File: config.mk
export PLATFORM = sky130hd
export DESIGN_NAME = xbus_ctrl
export DESIGN_NICKNAME = d
export VERILOG_FILES = /design/src/rtl/xbus_pkg.sv /design/src/rtl/xbus_cfg_bank.sv /design/src/rtl/xbus_seq.sv /design/src/rtl/xbus_lane.sv /design/src/rtl/xbus_ctrl.sv
export SDC_FILE = /design/constraint.sdc
export NUM_CORES = 1
export LEC_CHECK = 0
export BUFFER_PORTS_ARGS = -buffer_cell sky130_fd_sc_hd__buf_2
export CAP_MARGIN = 20
export CORE_ASPECT_RATIO = 1.25
export CORE_MARGIN = 2
export CORE_UTILIZATION = 35
export DETAILED_ROUTE_END_ITERATION = 10
export HOLD_SLACK_MARGIN = 0.06
export SYNTH_ARGS = -nofsm -noshare
export SYNTH_HDL_FRONTEND = slang
export SYNTH_SLANG_ARGS = --single-unit
File: constraint.sdc
create_clock -name clk -period 6.3 [get_ports clk]
set_input_delay 0.63 -clock clk [delete_from_list [all_inputs] [get_ports clk]]
set_output_delay 0.63 -clock clk [all_outputs]
set_load 0.005 [all_outputs]
File: src/rtl/xbus_pkg.sv
`timescale 1ns/1ps
// Shared types and helpers for the static bus controller.
// Assumes a 32-bit internal word; width codes: 0 = 8-bit, 1 = 16-bit, 2/3 = 32-bit.
package xbus_pkg;

    typedef enum logic [1:0] {
        PH_IDLE   = 2'd0,
        PH_SETUP  = 2'd1,
        PH_STROBE = 2'd2,
        PH_HOLD   = 2'd3
    } phase_t;

    // Number of bus beats minus one for a width code.
    function automatic logic [1:0] beats_less_one(input logic [1:0] code);
        case (code)
            2'd0:    return 2'd3;
            2'd1:    return 2'd1;
            default: return 2'd0;
        endcase
    endfunction

endpackage

File: src/rtl/xbus_cfg_bank.sv
`timescale 1ns/1ps
// Per-space configuration bank: one width code and one wait count per space.
// Assumes writes come from a single configuration port; reads are combinational
// so the top can latch the selected space's settings in the accept cycle.
module xbus_cfg_bank #(
    parameter int SPACE_W = 2,
    parameter int WAIT_W  = 4
) (
    input  logic               clk,
    input  logic               rst_n,
    input  logic               cfg_we,
    input  logic [SPACE_W-1:0] cfg_sel,
    input  logic [1:0]         cfg_width,
    input  logic [WAIT_W-1:0]  cfg_wait,
    input  logic [SPACE_W-1:0] rd_sel,
    output logic [1:0]         rd_width,
    output logic [WAIT_W-1:0]  rd_wait
);
    localparam int NSP = 1 << SPACE_W;

    logic [NSP*2-1:0]      width_flat;
    logic [NSP*WAIT_W-1:0] wait_flat;

    generate
        for (genvar s = 0; s < NSP; s++) begin : g_space
            logic [1:0]        width_q;
            logic [WAIT_W-1:0] wait_q;

            // Hold this space's settings; reset to the slowest, narrowest setting.
            always_ff @(posedge clk) begin
                if (!rst_n) begin
                    width_q <= 2'd0;
                    wait_q  <= '1;
                end else if (cfg_we && (cfg_sel == SPACE_W'(s))) begin
                    width_q <= cfg_width;
                    wait_q  <= cfg_wait;
                end
            end

            assign width_flat[s*2 +: 2]          = width_q;
            assign wait_flat[s*WAIT_W +: WAIT_W] = wait_q;
        end
    endgenerate

    assign rd_width = width_flat[rd_sel*2 +: 2];
    assign rd_wait  = wait_flat[rd_sel*WAIT_W +: WAIT_W];

endmodule

File: src/rtl/xbus_seq.sv
`timescale 1ns/1ps
// Beat sequencer: for each beat runs setup (1), strobe (wait+1) and hold (1)
// cycles, then moves to the next beat or back to idle.
// Assumes beat count and wait count stay stable while a request is active.
module xbus_seq
    import xbus_pkg::*;
#(
    parameter int WAIT_W = 4
) (
    input  logic              clk,
    input  logic              rst_n,
    input  logic              start,
    input  logic [1:0]        last_beat,
    input  logic [WAIT_W-1:0] wait_cnt,
    output phase_t            phase,
    output logic [1:0]        beat,
    output logic              sample,
    output logic              finish
);
    phase_t            ph_q;
    logic [WAIT_W-1:0] wcnt_q;
    logic [1:0]        beat_q;

    // Advance the per-beat phase and the strobe and beat counters.
    always_ff @(posedge clk) begin
        if (!rst_n) begin
            ph_q   <= PH_IDLE;
            wcnt_q <= '0;
            beat_q <= 2'd0;
        end else begin
            case (ph_q)
                PH_IDLE: begin
                    if (start) begin
                        ph_q   <= PH_SETUP;
                        beat_q <= 2'd0;
                    end
                end
                PH_SETUP: begin
                    ph_q   <= PH_STROBE;
                    wcnt_q <= '0;
                end
                PH_STROBE: begin
                    if (wcnt_q == wait_cnt) ph_q <= PH_HOLD;
                    else                    wcnt_q <= wcnt_q + 1'b1;
                end
                default: begin
                    if (beat_q == last_beat) begin
                        ph_q <= PH_IDLE;
                    end else begin
                        beat_q <= beat_q + 1'b1;
                        ph_q   <= PH_SETUP;
                    end
                end
            endcase
        end
    end

    assign phase  = ph_q;
    assign beat   = beat_q;
    assign sample = (ph_q == PH_STROBE) && (wcnt_q == wait_cnt);
    assign finish = (ph_q == PH_HOLD) && (beat_q == last_beat);

endmodule

File: src/rtl/xbus_lane.sv
`timescale 1ns/1ps
// Lane unit: splits the write word into narrow beats on the low data lanes and
// packs sampled read beats little-endian into the 32-bit result.
// Assumes a 32-bit word and beat indices within the width's beat count.
module xbus_lane (
    input  logic        clk,
    input  logic        rst_n,
    input  logic        load,
    input  logic [31:0] wdata_in,
    input  logic [1:0]  width,
    input  logic [1:0]  beat,
    input  logic        capture,
    input  logic [31:0] dq_i,
    output logic [31:0] dq_o,
    output logic [31:0] rdata
);
    logic [31:0] wdata_q;
    logic [31:0] rdata_q;
    logic [4:0]  shamt;
    logic [31:0] mask;

    // Bit offset and lane mask of the current beat.
    always_comb begin
        case (width)
            2'd0: begin
                shamt = {beat, 3'b000};
                mask  = 32'h0000_00FF;
            end
            2'd1: begin
                shamt = {beat[0], 4'b0000};
                mask  = 32'h0000_FFFF;
            end
            default: begin
                shamt = 5'd0;
                mask  = 32'hFFFF_FFFF;
            end
        endcase
    end

    // Capture the write word at accept; merge each sampled read beat into place.
    always_ff @(posedge clk) begin
        if (!rst_n) begin
            wdata_q <= '0;
            rdata_q <= '0;
        end else if (load) begin
            wdata_q <= wdata_in;
            rdata_q <= '0;
        end else if (capture) begin
            rdata_q <= (rdata_q & ~(mask << shamt)) | ((dq_i & mask) << shamt);
        end
    end

    assign dq_o  = (wdata_q >> shamt) & mask;
    assign rdata = rdata_q;

endmodule

File: src/rtl/xbus_ctrl.sv
`timescale 1ns/1ps
// Four-space asynchronous static bus controller (top).
// Accepts one 32-bit request when idle, latches the space's width and wait
// settings, and runs 1, 2 or 4 beats on the external bus with per-space chip
// select. Assumes the requester holds no expectation of overlap: one request at a time.
module xbus_ctrl
    import xbus_pkg::*;
#(
    parameter int SPACE_W = 2,
    parameter int ADDR_W  = 22,
    parameter int WAIT_W  = 4
) (
    input  logic                      clk,
    input  logic                      rst_n,
    input  logic                      cfg_we,
    input  logic [SPACE_W-1:0]        cfg_sel,
    input  logic [1:0]                cfg_width,
    input  logic [WAIT_W-1:0]         cfg_wait,
    input  logic                      req_valid,
    input  logic                      req_write,
    input  logic [SPACE_W+ADDR_W-1:0] req_addr,
    input  logic [31:0]               req_wdata,
    output logic                      busy,
    output logic                      rsp_done,
    output logic [31:0]               rsp_rdata,
    output logic [ADDR_W-1:0]         ext_addr,
    output logic [(1<<SPACE_W)-1:0]   ext_cs_n,
    output logic                      ext_we_n,
    output logic                      ext_oe_n,
    output logic [31:0]               ext_dq_o,
    output logic                      ext_dq_oe,
    input  logic [31:0]               ext_dq_i
);
    localparam int NSP = 1 << SPACE_W;

    phase_t             phase;
    logic [1:0]         beat;
    logic               sample;
    logic               finish;
    logic               accept;
    logic               active;
    logic               strobe;
    logic [1:0]         sel_width;
    logic [WAIT_W-1:0]  sel_wait;

    logic [SPACE_W-1:0] space_q;
    logic [ADDR_W-1:0]  base_q;
    logic               write_q;
    logic [1:0]         width_q;
    logic [WAIT_W-1:0]  wait_q;
    logic [1:0]         last_q;
    logic               done_q;
    logic [2:0]         beat_off;

    assign accept = req_valid && (phase == PH_IDLE);
    assign active = (phase != PH_IDLE);
    assign strobe = (phase == PH_STROBE);

    xbus_cfg_bank #(
        .SPACE_W (SPACE_W),
        .WAIT_W  (WAIT_W)
    ) cfg_i (
        .clk       (clk),
        .rst_n     (rst_n),
        .cfg_we    (cfg_we),
        .cfg_sel   (cfg_sel),
        .cfg_width (cfg_width),
        .cfg_wait  (cfg_wait),
        .rd_sel    (req_addr[SPACE_W+ADDR_W-1 -: SPACE_W]),
        .rd_width  (sel_width),
        .rd_wait   (sel_wait)
    );

    // Latch the request and its space's settings at accept.
    always_ff @(posedge clk) begin
        if (!rst_n) begin
            space_q <= '0;
            base_q  <= '0;
            write_q <= 1'b0;
            width_q <= 2'd0;
            wait_q  <= '0;
            last_q  <= 2'd0;
        end else if (accept) begin
            space_q <= req_addr[SPACE_W+ADDR_W-1 -: SPACE_W];
            base_q  <= req_addr[ADDR_W-1:0] & ~ADDR_W'(3);
            write_q <= req_write;
            width_q <= sel_width;
            wait_q  <= sel_wait;
            last_q  <= beats_less_one(sel_width);
        end
    end

    // Register the completion pulse one cycle after the final hold cycle.
    always_ff @(posedge clk) begin
        if (!rst_n) done_q <= 1'b0;
        else        done_q <= finish;
    end

    xbus_seq #(
        .WAIT_W (WAIT_W)
    ) seq_i (
        .clk       (clk),
        .rst_n     (rst_n),
        .start     (accept),
        .last_beat (last_q),
        .wait_cnt  (wait_q),
        .phase     (phase),
        .beat      (beat),
        .sample    (sample),
        .finish    (finish)
    );

    xbus_lane lane_i (
        .clk      (clk),
        .rst_n    (rst_n),
        .load     (accept),
        .wdata_in (req_wdata),
        .width    (width_q),
        .beat     (beat),
        .capture  (sample && !write_q),
        .dq_i     (ext_dq_i),
        .dq_o     (ext_dq_o),
        .rdata    (rsp_rdata)
    );

    // Byte offset of the current beat from the aligned base.
    always_comb begin
        case (width_q)
            2'd0:    beat_off = {1'b0, beat};
            2'd1:    beat_off = {beat, 1'b0};
            default: beat_off = 3'd0;
        endcase
    end

    assign ext_addr = base_q + ADDR_W'(beat_off);

    generate
        for (genvar s = 0; s < NSP; s++) begin : g_cs
            assign ext_cs_n[s] = !(active && (space_q == SPACE_W'(s)));
        end
    endgenerate

    assign ext_we_n  = !(strobe && write_q);
    assign ext_oe_n  = !(strobe && !write_q);
    assign ext_dq_oe = strobe && write_q;
    assign busy      = active;
    assign rsp_done  = done_q;

endmodule

# --- Word level (Yosys, flattened, before mapping) ---
# Index checks and enable logic that the tools add are counted.
word_totals:
  ff_bits: 128
  latch_bits: 0
  mem_bits_rw: 0
  mem_bits_ro: 0
  n_memories: 0
op_classes:
  n_addsub: 3
  multipliers: 0
  div: 0
  order_cmp: 0
  n_eq_ne: 17
  shifts: 5
  n_mux: 13
  bitwise: 7
  n_reduce_logical: 33
op_table:
  columns: ["op", "n"]
  rows:
  - ["32-bit bitwise AND", 3]
  - ["32-bit case mux with 2 select lines", 1]
  - ["32-bit by 5-bit left shift with 32-bit output", 2]
  - ["32-bit inverter", 1]
  - ["32-bit OR", 1]
  - ["32-bit by 5-bit >> shifter with 32-bit output", 1]
  - ["22-bit by 3-bit adder with 22-bit output", 1]
  - ["16-bit by 5-bit indexed part select with 4-bit output", 1]
  - ["1-bit logical AND", 14]
  - ["2-bit equality test (second input constant)", 6]
  - ["2-bit by 1-bit equality test with 1-bit output (second input constant)", 5]
  - ["2-bit zero test", 5]
  - ["5-bit case mux with 2 select lines", 1]
  - ["2-bit two-way mux", 4]
  - ["2-bit case mux with 2 select lines", 2]
  - ["4-bit case mux with 2 select lines", 1]
  - ["8-bit by 4-bit indexed part select with 2-bit output", 1]
  - ["1-bit zero test", 7]
  - ["2-bit != test (second input constant)", 3]
  - ["2-bit case mux with 3 select lines", 1]
  - ["3-bit case mux with 2 select lines", 1]
  - ["4-bit by 1-bit adder with 4-bit output (second input constant)", 1]
  - ["4-bit equality test", 1]
  - ["4-bit two-way mux", 1]
  - ["9 further kinds", 13]

# --- Longest topological paths before layout ---
# Gate-level depths: netlist of the first run.
depth:
  depth_word: 6
  ltp_mapped: 9
  depth_no_buf: 8

# --- Hierarchy ---
# Synthesis of the first run repeated with hierarchy kept, for this count alone.
unflattened:
  hier_cells: 695
  area_unflattened_um2: 6480.0
modules_own_cells:
  columns: ["mod", "n_inst", "cells_per_inst", "area_per_inst_um2", "seq_area_each_um2"]
  rows:
  - ["xbus_lane", 1, 328, 3189.3, 1281.2]
  - ["xbus_ctrl", 1, 205, 1627.8, 640.6]
  - ["xbus_cfg_bank", 1, 97, 1097.3, 480.5]
  - ["xbus_seq", 1, 65, 565.5, 160.2]

# --- Worst setup path before layout of the first run ---
# OpenSTA, ideal clock, no wires.
synth_timing:
  kind: "register to output"
  start: "reg width_q[0]"
  end: "out ext_addr[20]"
  arrival_time_ns: 2.306
  required_time_ns: 5.670
  setup_slack_ns: 3.364
  stages_incl_launch_ff: 10
  cell_sequence: "dfxtp_1 buf_2 clkbuf_1 and3_1 ha_1 ha_1 nand2_1 or4_1 nor3_1 xor2_1"
synth_between:
  elab_chain_len: 3
  word_cells_on_any_way: 4
  classes_between: "1 x add/sub; 1 x eq/ne; 1 x mux; 1 x reduce/logical"
synth_lines:
  columns: ["element", "line_no", "source"]
  rows:
  - ["start: declaration", "xbus_ctrl.sv:49", "logic [1:0] width_q;"]
  - ["start signal: assignment", "xbus_ctrl.sv:87", "width_q <= sel_width;"]
  - ["2-bit by 1-bit equality test with 1-bit output or 2-bit zero test (tied branches)", "xbus_ctrl.sv:128", "case (width_q)"]
  - ["3-bit case mux with 2 select lines (*)", "xbus_ctrl.sv:128", null]
  - ["22-bit by 3-bit adder with 22-bit output (*)", "xbus_ctrl.sv:135", "assign ext_addr = base_q + ADDR_W'(beat_off);"]
  - ["end: declaration", "xbus_ctrl.sv:26", "output logic [ADDR_W-1:0] ext_addr,"]
# Every way passes the cells marked *; elsewhere a longest branch is shown, timed or not.

# --- Worst setup path in the final report of the first run ---
layout_timing:
  start: "reg width_q[0]"
  end: "out ext_dq_o[1]"
layout_between:
  elab_chain_len: 4
  word_cells_on_any_way: 5
  classes_between: "1 x eq/ne; 1 x shift; 1 x mux; 1 x bitwise; 1 x reduce/logical"
layout_lines:
  columns: ["element", "line_no", "source"]
  rows:
  - ["2-bit by 1-bit equality test with 1-bit output or 2-bit zero test (tied branches)", "xbus_lane.sv:24", "case (width)"]
  - ["5-bit case mux with 2 select lines (*)", "xbus_lane.sv:24", null]
  - ["32-bit by 5-bit >> shifter with 32-bit output (*)", "xbus_lane.sv:53", "assign dq_o = (wdata_q >> shamt) & mask;"]
  - ["32-bit bitwise AND (*)", "xbus_lane.sv:53", null]
  - ["end: declaration", "xbus_ctrl.sv:30", "output logic [31:0] ext_dq_o,"]
# Marked as above.

==> run_results.csv, run 1 <==
group,metric,value,unit
run_status,status,"complete, no violations",
drt,route.vias.total,5299,
clock_tree,cts_resized,0,
grt,maximum_number_of_pins_on_one_net_before_global_route_repair,41,
final_layout,final_core_util,0.466,
clock_tree,clock_latency_of_the_later_clocked_register_in_the_worst_skew_pair,0.42,ns
placed_design,numPortBuffers,193,
setup_path,timing.critical_path.slowest_cell_delay,0.91,ns
setup_path,cp_num_buf_inv,2,
yosys,synthMostInstantiatedCell,"sky130_fd_sc_hd__dfxtp_1",
yosys,number_of_enable_flip_flop_cells_after_synthesis,0,
setup_path,cp-end-kind,"output pin",
sta,min_period_over_period,0.644,
yosys,synthArstFlopShare,0,
setup_path,crit_required,5.67,ns
yosys,synth.cells.most_frequent,"128 x sky130_fd_sc_hd__dfxtp_1, 84 x sky130_fd_sc_hd__nand2_1, 73 x sky130_fd_sc_hd__a22o_1",
sta,final_number_of_setup_violating_endpoints,0,
clock_tree,cts-buffers-inserted,17,
yosys,syn_area_per_cell,9.43,sq um
sta,fmax,246,MHz
drt,post-route-drc-count,0,
yosys,main_combinational_cell_family_by_area_after_synthesis,"compound AO/OA/AOI/OAI gates",
placed_design,routabilityCongestion,0.823,
setup_path,critical-path-slowest-cell,"sky130_fd_sc_hd__clkinv_1",
floorplan,initial_utilization,0.360,
clock_tree,post_cts.repair.setup_buffers,0,
yosys,post_synth_instance_area,0.00586,sq mm
yosys,synth_xor_xnor_area_share,0.0359,
final_layout,design.final.nets,902,
power,p_leak,3.33,nW
floorplan,core-area,0.0163,sq mm
sta,tightestPinTransition,0.909,ns
floorplan,i_o_pin_total,196,
drt,routed_wire_length_per_instance,16.7,um
drt,wl,17.1,mm
yosys,synth_cells,621,
floorplan,vertical_die_dimension,149,um
yosys,synth.area.mux_share,0.0624,
yosys,synthesized_area_fraction_occupied_by_ao_oa_aoi_and_oai_cells,0.234,
drt,antenna_violating_nets_post_route,0,
grt,grt_pass1_vias,5145,
floorplan,die_w,120,um
setup_path,critical_path.startpoint_type,"flop",
placed_design,dp_hpwl,12.5,mm
setup_path,worst-setup-path-type,"flop to output pin",
flow_run,drv.max_cap_violation_count,0,
clock_tree,clock_sink_count,128,
clock_tree,tritoncts,"done",
placed_design,pre_cts_slack,2.62,ns
sta,finalHoldViolCount,0,
sta,post-route-worst-setup-slack,2.24,ns
placed_design,place_area,0.00696,sq mm
floorplan,std_cell_rows,52,
sta,fin_worst_hold_slack,0.419,ns
drt,first_iter_violations,282,
min_path,holdCritPathClass,"primary input to flop",
clock_tree,h-tree-depth,4,
grt,grt.overflow.total,0,
yosys,post_synth_net_total,729,
power,vdd.ir_drop.worst,0.176,mV
yosys,netlist.area_leader.share,0.438,
final_layout,fillerInstances,1595,
clock_tree,cts_buffer_depth,2,
grt,global_route_wire_length_before_repair,26.7,mm
final_layout,final_layout_size_suffix_gt1_frac,0.306,
yosys,synthesized_area_fraction_occupied_by_adder_cells,0.0150,
yosys,ys.warnings.count,0,
sta,unrepaired_setup_endpoints_after_global_routing,"false",
yosys,netlist.top_cell.by_area,"sky130_fd_sc_hd__dfxtp_1",
setup_path,worst-endpoint-arrival,3.43,ns
yosys,sequential_cell_area_fraction_in_the_yosys_report,0.438,
clock_tree,clkSlewWorstSetupHoldPaths,0.06,ns
sta,maxSlewHeadroom,0.393,
drt,drt-pass1-iter-count,5,
setup_path,cp_cell_sequence,"or3b_1 -> clkinv_1 -> a211oi_1 -> a31oi_1 -> buf_2",
power,power_per_standard_cell_area,364,mW/mm^2
setup_path,crit_fanout,25,
setup_path,worst_path_dominant_cell_family,"buffers and inverters",
sta,drv_slew,0,
yosys,synth_cell_types,55,
grt,number_of_antenna_violations_at_the_first_check_in_global_routing,4,
final_layout,finalInstanceArea,0.00759,sq mm
sta,clock_skew,0.0141,ns
yosys,synth.top_cells.by_area,"sky130_fd_sc_hd__dfxtp_1 44%, sky130_fd_sc_hd__a22o_1 11%, sky130_fd_sc_hd__nand2_1 5.4%",
final_layout,areaGrowthSynthToFinish,29.6,%
clock_tree,ctsHoldBuffers,0,
yosys,ys_ff_latch,128,
sta,tns,0,ns
setup_path,worst-r2r-setup-slack,3.26,ns
clock_tree,clock_tree.root_cell,"sky130_fd_sc_hd__clkbuf_16",
grt,track_usage,0.191,
sta,period_needed,4.06,ns
yosys,ys_dominant_reg_cell,"sky130_fd_sc_hd__dfxtp_1",
yosys,post_synth_and_or_nand_nor_area_fraction,0.175,
drt,route.detailed.vias_per_inst,5.18,
floorplan,die_outline_area,0.0178,sq mm
[stage by stage]
| stage | cells | power (mW) |
|---|---|---|
| detailed placement | 991 | 1.76 |
| finish | 1023 | 2.76 |
| global placement | 991 | 1.76 |
| global route | 1021 | 2.91 |
| floorplan | 621 | 1.51 |
| CTS | 1020 | 2.79 |
[layout make-up]
type | count | area [sq um] | share of cell area
Timing Repair Buffer | 198 | 1000 | 0.132
Antenna cell | 3 | 7.51 | 0.000989
Multi-Input combinational cell | 438 | 3080 | 0.406
Clock buffer | 24 | 522 | 0.0688
Tap cell | 216 | 270 | 0.0356
Sequential cell | 128 | 2560 | 0.338
Inverter | 11 | 41.3 | 0.00544
Clock inverter | 5 | 100 | 0.0132
[power by group]
group | total [mW] | switching (mW) | internal, mW
Clock | 1.02 | 0.335 | 0.688
Combinational | 0.726 | 0.437 | 0.289
Sequential | 1.02 | 0.0965 | 0.919
[cell usage in the layout, fill, tap and decap left out, types with 3 or more instances in the layout]
master                        n
sky130_fd_sc_hd__nand2b_1     4
sky130_fd_sc_hd__nor2b_1      6
sky130_fd_sc_hd__o2bb2ai_1    8
sky130_fd_sc_hd__buf_2      193
sky130_fd_sc_hd__nand2_1     84
sky130_fd_sc_hd__nor2_1      20
sky130_fd_sc_hd__a31oi_1     10
sky130_fd_sc_hd__clkbuf_16   17
sky130_fd_sc_hd__nand3_1     30
sky130_fd_sc_hd__ha_1         7
sky130_fd_sc_hd__o21a_1       3
sky130_fd_sc_hd__bufinv_16    3
sky130_fd_sc_hd__nor3_1       3
sky130_fd_sc_hd__mux4_2       6
sky130_fd_sc_hd__or4_1        3
sky130_fd_sc_hd__a21boi_0     4
sky130_fd_sc_hd__xor2_1      13
sky130_fd_sc_hd__dfxtp_1    128
sky130_fd_sc_hd__and4_1       3
sky130_fd_sc_hd__and2_1      24
sky130_fd_sc_hd__buf_4        5
sky130_fd_sc_hd__a21oi_1     13
sky130_fd_sc_hd__a211oi_1     8
sky130_fd_sc_hd__a32o_1       8
sky130_fd_sc_hd__nand4_1      3
sky130_fd_sc_hd__o21ai_0     22
sky130_fd_sc_hd__mux2i_1     23
sky130_fd_sc_hd__nand3b_1     4
sky130_fd_sc_hd__diode_2      3
sky130_fd_sc_hd__xnor2_1     11
sky130_fd_sc_hd__a22o_1      73
sky130_fd_sc_hd__clkbuf_8     7
sky130_fd_sc_hd__inv_1       10
sky130_fd_sc_hd__a22oi_1     16
[state kept, by name, summed over array words and instances, names as in the netlist, 4 cells and up]
name / count
base_q: 20
cfg_i.g_space.wait_q: 16
cfg_i.g_space.width_q: 8
lane_i.rdata: 32
lane_i.wdata_q: 32
seq_i.wcnt_q: 4
wait_q: 4
[kinds of logic (layout without fill, tap and decap cells)]
kind of cell / Yosys count / count (layout)
DFF: 128 / 128
buffers and inverters: 55 / 238
muxes: 29 / 29
adders and majority gates: 7 / 7
other: 0 / 3
AOI/OAI and AO/OA: 178 / 178
and+or+nand+nor: 200 / 200
xor gates and xnor gates: 24 / 24
[path summary, 6_finish.rpt]
kind,startpoint,to,depth (start not counted)
setup / recovery,width_q[0],ext_dq_o[1],5
hold / removal,req_write,write_q,2
setup reg to reg,width_q[0],lane_i.rdata[15],4
hold reg to reg,cfg_i.g_space[3].width_q[0],cfg_i.g_space[3].width_q[0],2
[layer usage]
metal | share of wire | GRT usage
met4 | 0.024 | 0.0882
met1 | 0.43 | 0.227
met2 | 0.49 | 0.321
met3 | 0.058 | 0.0506
met5 | 0.00076 | 0
Power figures use the tool's default switching activity.
==> inputs of run 2 (changes only) <==
--- a/config.mk
+++ b/config.mk
@@ -5,6 +5,7 @@
 export SDC_FILE = /design/constraint.sdc
 export NUM_CORES = 1
 export LEC_CHECK = 0
+export ABC_AREA = 1
 export BUFFER_PORTS_ARGS = -buffer_cell sky130_fd_sc_hd__buf_2
 export CAP_MARGIN = 20
 export CORE_ASPECT_RATIO = 1.25
==> constraint.sdc (replaced) <==
create_clock -name clk -period 3.75 [get_ports clk]
set_input_delay 0.375 -clock clk [delete_from_list [all_inputs] [get_ports clk]]
set_output_delay 0.375 -clock clk [all_outputs]
set_load 0.005 [all_outputs]
==> run 2 against run 1 <==
  * Final cell count up 37%
  * Clock power up 85%
  * Flip-flop and latch count unchanged
  * Combinational power up 120%
  * Synthesized cell count up 60%
  * Die area up 14%
  * Critical endpoint is now ext_dq_o[2]
  * Clock skew down 0.0017 ns
  * Total power up 90%
  * Critical path type unchanged
==> run_results.csv, run 2 <==
group,metric,value,unit
floorplan,initial_utilization,0.357,
setup_path,critical_path.startpoint_type,"flop",
grt,track_usage,0.201,
floorplan,std_cell_rows,56,
clock_tree,clkSlewWorstSetupHoldPaths,0.06,ns
power,p_leak,4.03,nW
sta,final_number_of_setup_violating_endpoints,0,
drt,antenna_violating_nets_post_route,0,
clock_tree,tritoncts,"done",
final_layout,final_layout_size_suffix_gt1_frac,0.221,
sta,tightestPinTransition,0.806,ns
drt,drt-pass1-iter-count,5,
placed_design,numPortBuffers,193,
yosys,ys_dominant_reg_cell,"sky130_fd_sc_hd__dfxtp_1",
final_layout,finalInstanceArea,0.00837,sq mm
yosys,synth.cells.most_frequent,"238 x sky130_fd_sc_hd__nand2_1, 128 x sky130_fd_sc_hd__dfxtp_1, 109 x sky130_fd_sc_hd__a21oi_1",
grt,grt_pass1_vias,6227,
sta,fmax,313,MHz
sta,maxSlewHeadroom,0.462,
clock_tree,ctsHoldBuffers,0,
yosys,ys.warnings.count,0,
setup_path,worst-endpoint-arrival,2.82,ns
final_layout,fillerInstances,2009,
yosys,ys_ff_latch,128,
yosys,syn_area_per_cell,6.73,sq um
setup_path,reg2reg_depth,9,
sta,period_needed,3.19,ns
setup_path,r2r_start,"width_q[1]",
drt,wl,20.5,mm
run_status,status,"complete, no violations",
floorplan,core-area,0.0187,sq mm
yosys,number_of_enable_flip_flop_cells_after_synthesis,0,
floorplan,die_w,128,um
setup_path,timing.critical_path.slowest_cell_delay,0.61,ns
setup_path,worst-r2r-setup-slack,1.33,ns
setup_path,cp_num_buf_inv,3,
final_layout,areaGrowthSynthToFinish,25.4,%
sta,tns,0,ns
yosys,synth_cells,992,
grt,number_of_antenna_violations_at_the_first_check_in_global_routing,1,
setup_path,worst-setup-path-type,"flop to output pin",
flow_run,drv.max_cap_violation_count,0,
final_layout,mostFrequentLayoutCells,"237 x sky130_fd_sc_hd__nand2_1, 193 x sky130_fd_sc_hd__buf_2, 128 x sky130_fd_sc_hd__dfxtp_1, 109 x sky130_fd_sc_hd__a21oi_1, 105 x sky130_fd_sc_hd__o21ai_0",
clock_tree,h-tree-depth,4,
yosys,post_synth_instance_area,0.00668,sq mm
drt,first_iter_violations,375,
sta,unrepaired_setup_endpoints_after_global_routing,"false",
yosys,post_synth_net_total,1100,
setup_path,worst_setup_path_startpoint,"width_q[1]",
placed_design,dp_hpwl,14.2,mm
final_layout,layout_commonest_cell,"sky130_fd_sc_hd__nand2_1",
setup_path,critical-path-slowest-cell,"sky130_fd_sc_hd__dfxtp_1",
clock_tree,cts_resized,0,
setup_path,cp-end-kind,"output pin",
setup_path,worst_path_dominant_cell_family,"buffers and inverters",
sta,finalHoldViolCount,0,
placed_design,routabilityCongestion,0.852,
setup_path,critical_path_depth,7,
floorplan,i_o_pin_total,196,
clock_tree,clock_latency_of_the_later_clocked_register_in_the_worst_skew_pair,0.43,ns
grt,grt.overflow.total,0,
final_layout,design.final.nets,1264,
yosys,netlist.top_cell.by_area,"sky130_fd_sc_hd__dfxtp_1",
setup_path,timing.critical_path.to,"ext_dq_o[2]",
drt,route.met3.wl,890,um
sta,min_period_over_period,0.851,
floorplan,vertical_die_dimension,158,um
drt,routed_wire_length_per_instance,14.6,um
min_path,min_path_cells,3,
setup_path,crit_fanout,52,
clock_tree,clock_sink_count,128,
floorplan,die_outline_area,0.0202,sq mm
yosys,sequential_cell_area_fraction_in_the_yosys_report,0.384,
setup_path,crit_required,3.38,ns
drt,post-route-drc-count,0,
yosys,synth_cell_types,36,
setup_path,reg2reg_to,"lane_i.rdata[8]",
clock_tree,cts_buffer_depth,2,
clock_tree,cts-buffers-inserted,17,
yosys,synthMostInstantiatedCell,"sky130_fd_sc_hd__nand2_1",
drt,met2_wirelength,10.1,mm
setup_path,cp_cell_sequence,"buf_4 -> nor2_4 -> nand2_2 -> nand2_4 -> inv_2 -> o21ai_0 -> buf_2",
drt,met1_length,8.97,mm
drt,route.vias.total,6886,
sta,drv_slew,0,
sta,clock_skew,0.0124,ns
power,power_per_standard_cell_area,629,mW/mm^2
yosys,synth.top_cells.by_area,"sky130_fd_sc_hd__dfxtp_1 38%, sky130_fd_sc_hd__nand2_1 13%, sky130_fd_sc_hd__a21oi_1 8.2%",
clock_tree,post_cts.repair.setup_buffers,0,
drt,route.detailed.vias_per_inst,4.91,
drt,top_layer,"met4",
power,vdd.ir_drop.worst,0.354,mV
min_path,holdCritPathClass,"primary input to flop",
yosys,netlist.area_leader.share,0.384,
grt,global_route_wire_length_before_repair,31.9,mm
clock_tree,clock_tree.root_cell,"sky130_fd_sc_hd__clkbuf_16",
placed_design,place_area,0.00770,sq mm
final_layout,final_core_util,0.448,
yosys,synthArstFlopShare,0,
grt,maximum_number_of_pins_on_one_net_before_global_route_repair,87,
run 2: power breakdown:
group / leakage [nW] / switching (mW) / internal (mW) / total, mW
registers: 1.05 / 0.167 / 1.59 / 1.76
clock network: 0.316 / 0.640 / 1.25 / 1.89
logic: 2.66 / 1.06 / 0.559 / 1.62
total: 4.03 / 1.87 / 3.39 / 5.27
run 2: cell families (layout without fill, tap and decap cells):
group | Yosys count | after routing | synth area share
DFF | 128 | 128 | 0.384
buffers and inverters | 149 | 326 | 0.0967
AOI/OAI and AO/OA | 266 | 266 | 0.209
adders and majority gates | 7 | 7 | 0.0131
and+or+nand+nor | 424 | 424 | 0.274
other | 0 | 1 | 0
xor gates and xnor gates | 18 | 18 | 0.0236
run 2: area by class of cell:
type	count	area, sq um	area share
antenna	1	2.50	0.000299
timing repair buffer	200	1020	0.122
sequential	128	2560	0.306
inverter	94	359	0.0429
tap	232	290	0.0347
clock inverter	14	239	0.0285
clock buffer	18	429	0.0513
multi-input combinational	715	3470	0.415
run 2: layer usage:
layer,vias up,global-route usage
met3,32,0.0343
li1,3576,-
met2,162,0.349
met5,-,0
met4,0,0.0801
met1,3116,0.247
run 2: worst min path at each step:
| stage | from | end | slack, ns |
|---|---|---|---|
| 6_report | req_wdata[30] | lane_i.wdata_q[30] | 0.21 |
| 5_1_grt | req_addr[3] | base_q[3] | 0.21 |
| 4_1_cts | req_wdata[30] | lane_i.wdata_q[30] | 0.19 |
| 3_5_place_dp | cfg_i.g_space[0].wait_q[0] | cfg_i.g_space[0].wait_q[0] | 0.44 |
| 3_3_place_gp | cfg_i.g_space[0].wait_q[0] | cfg_i.g_space[0].wait_q[0] | 0.43 |
| 2_1_floorplan | cfg_i.g_space[0].wait_q[0] | cfg_i.g_space[0].wait_q[0] | 0.42 |
run 2: stage by stage:
stage | hold slack (ns) | power (mW) | setup WS [ns] | std cells
floorplan | 0.424 | 2.91 | 1.39 | 992
global placement | 0.433 | 3.41 | 0.975 | 1369
detailed placement | 0.444 | 3.42 | 0.964 | 1369
CTS | 0.193 | 5.32 | 0.509 | 1401
global route | 0.209 | 5.61 | 0.301 | 1401
finish | 0.205 | 5.27 | 0.560 | 1402
run 2: tightest hold or removal path, cell delays in order:
cell                      delay (ns)
sky130_fd_sc_hd__buf_2          0.07
sky130_fd_sc_hd__o21ai_0        0.07
sky130_fd_sc_hd__nor2_1         0.07
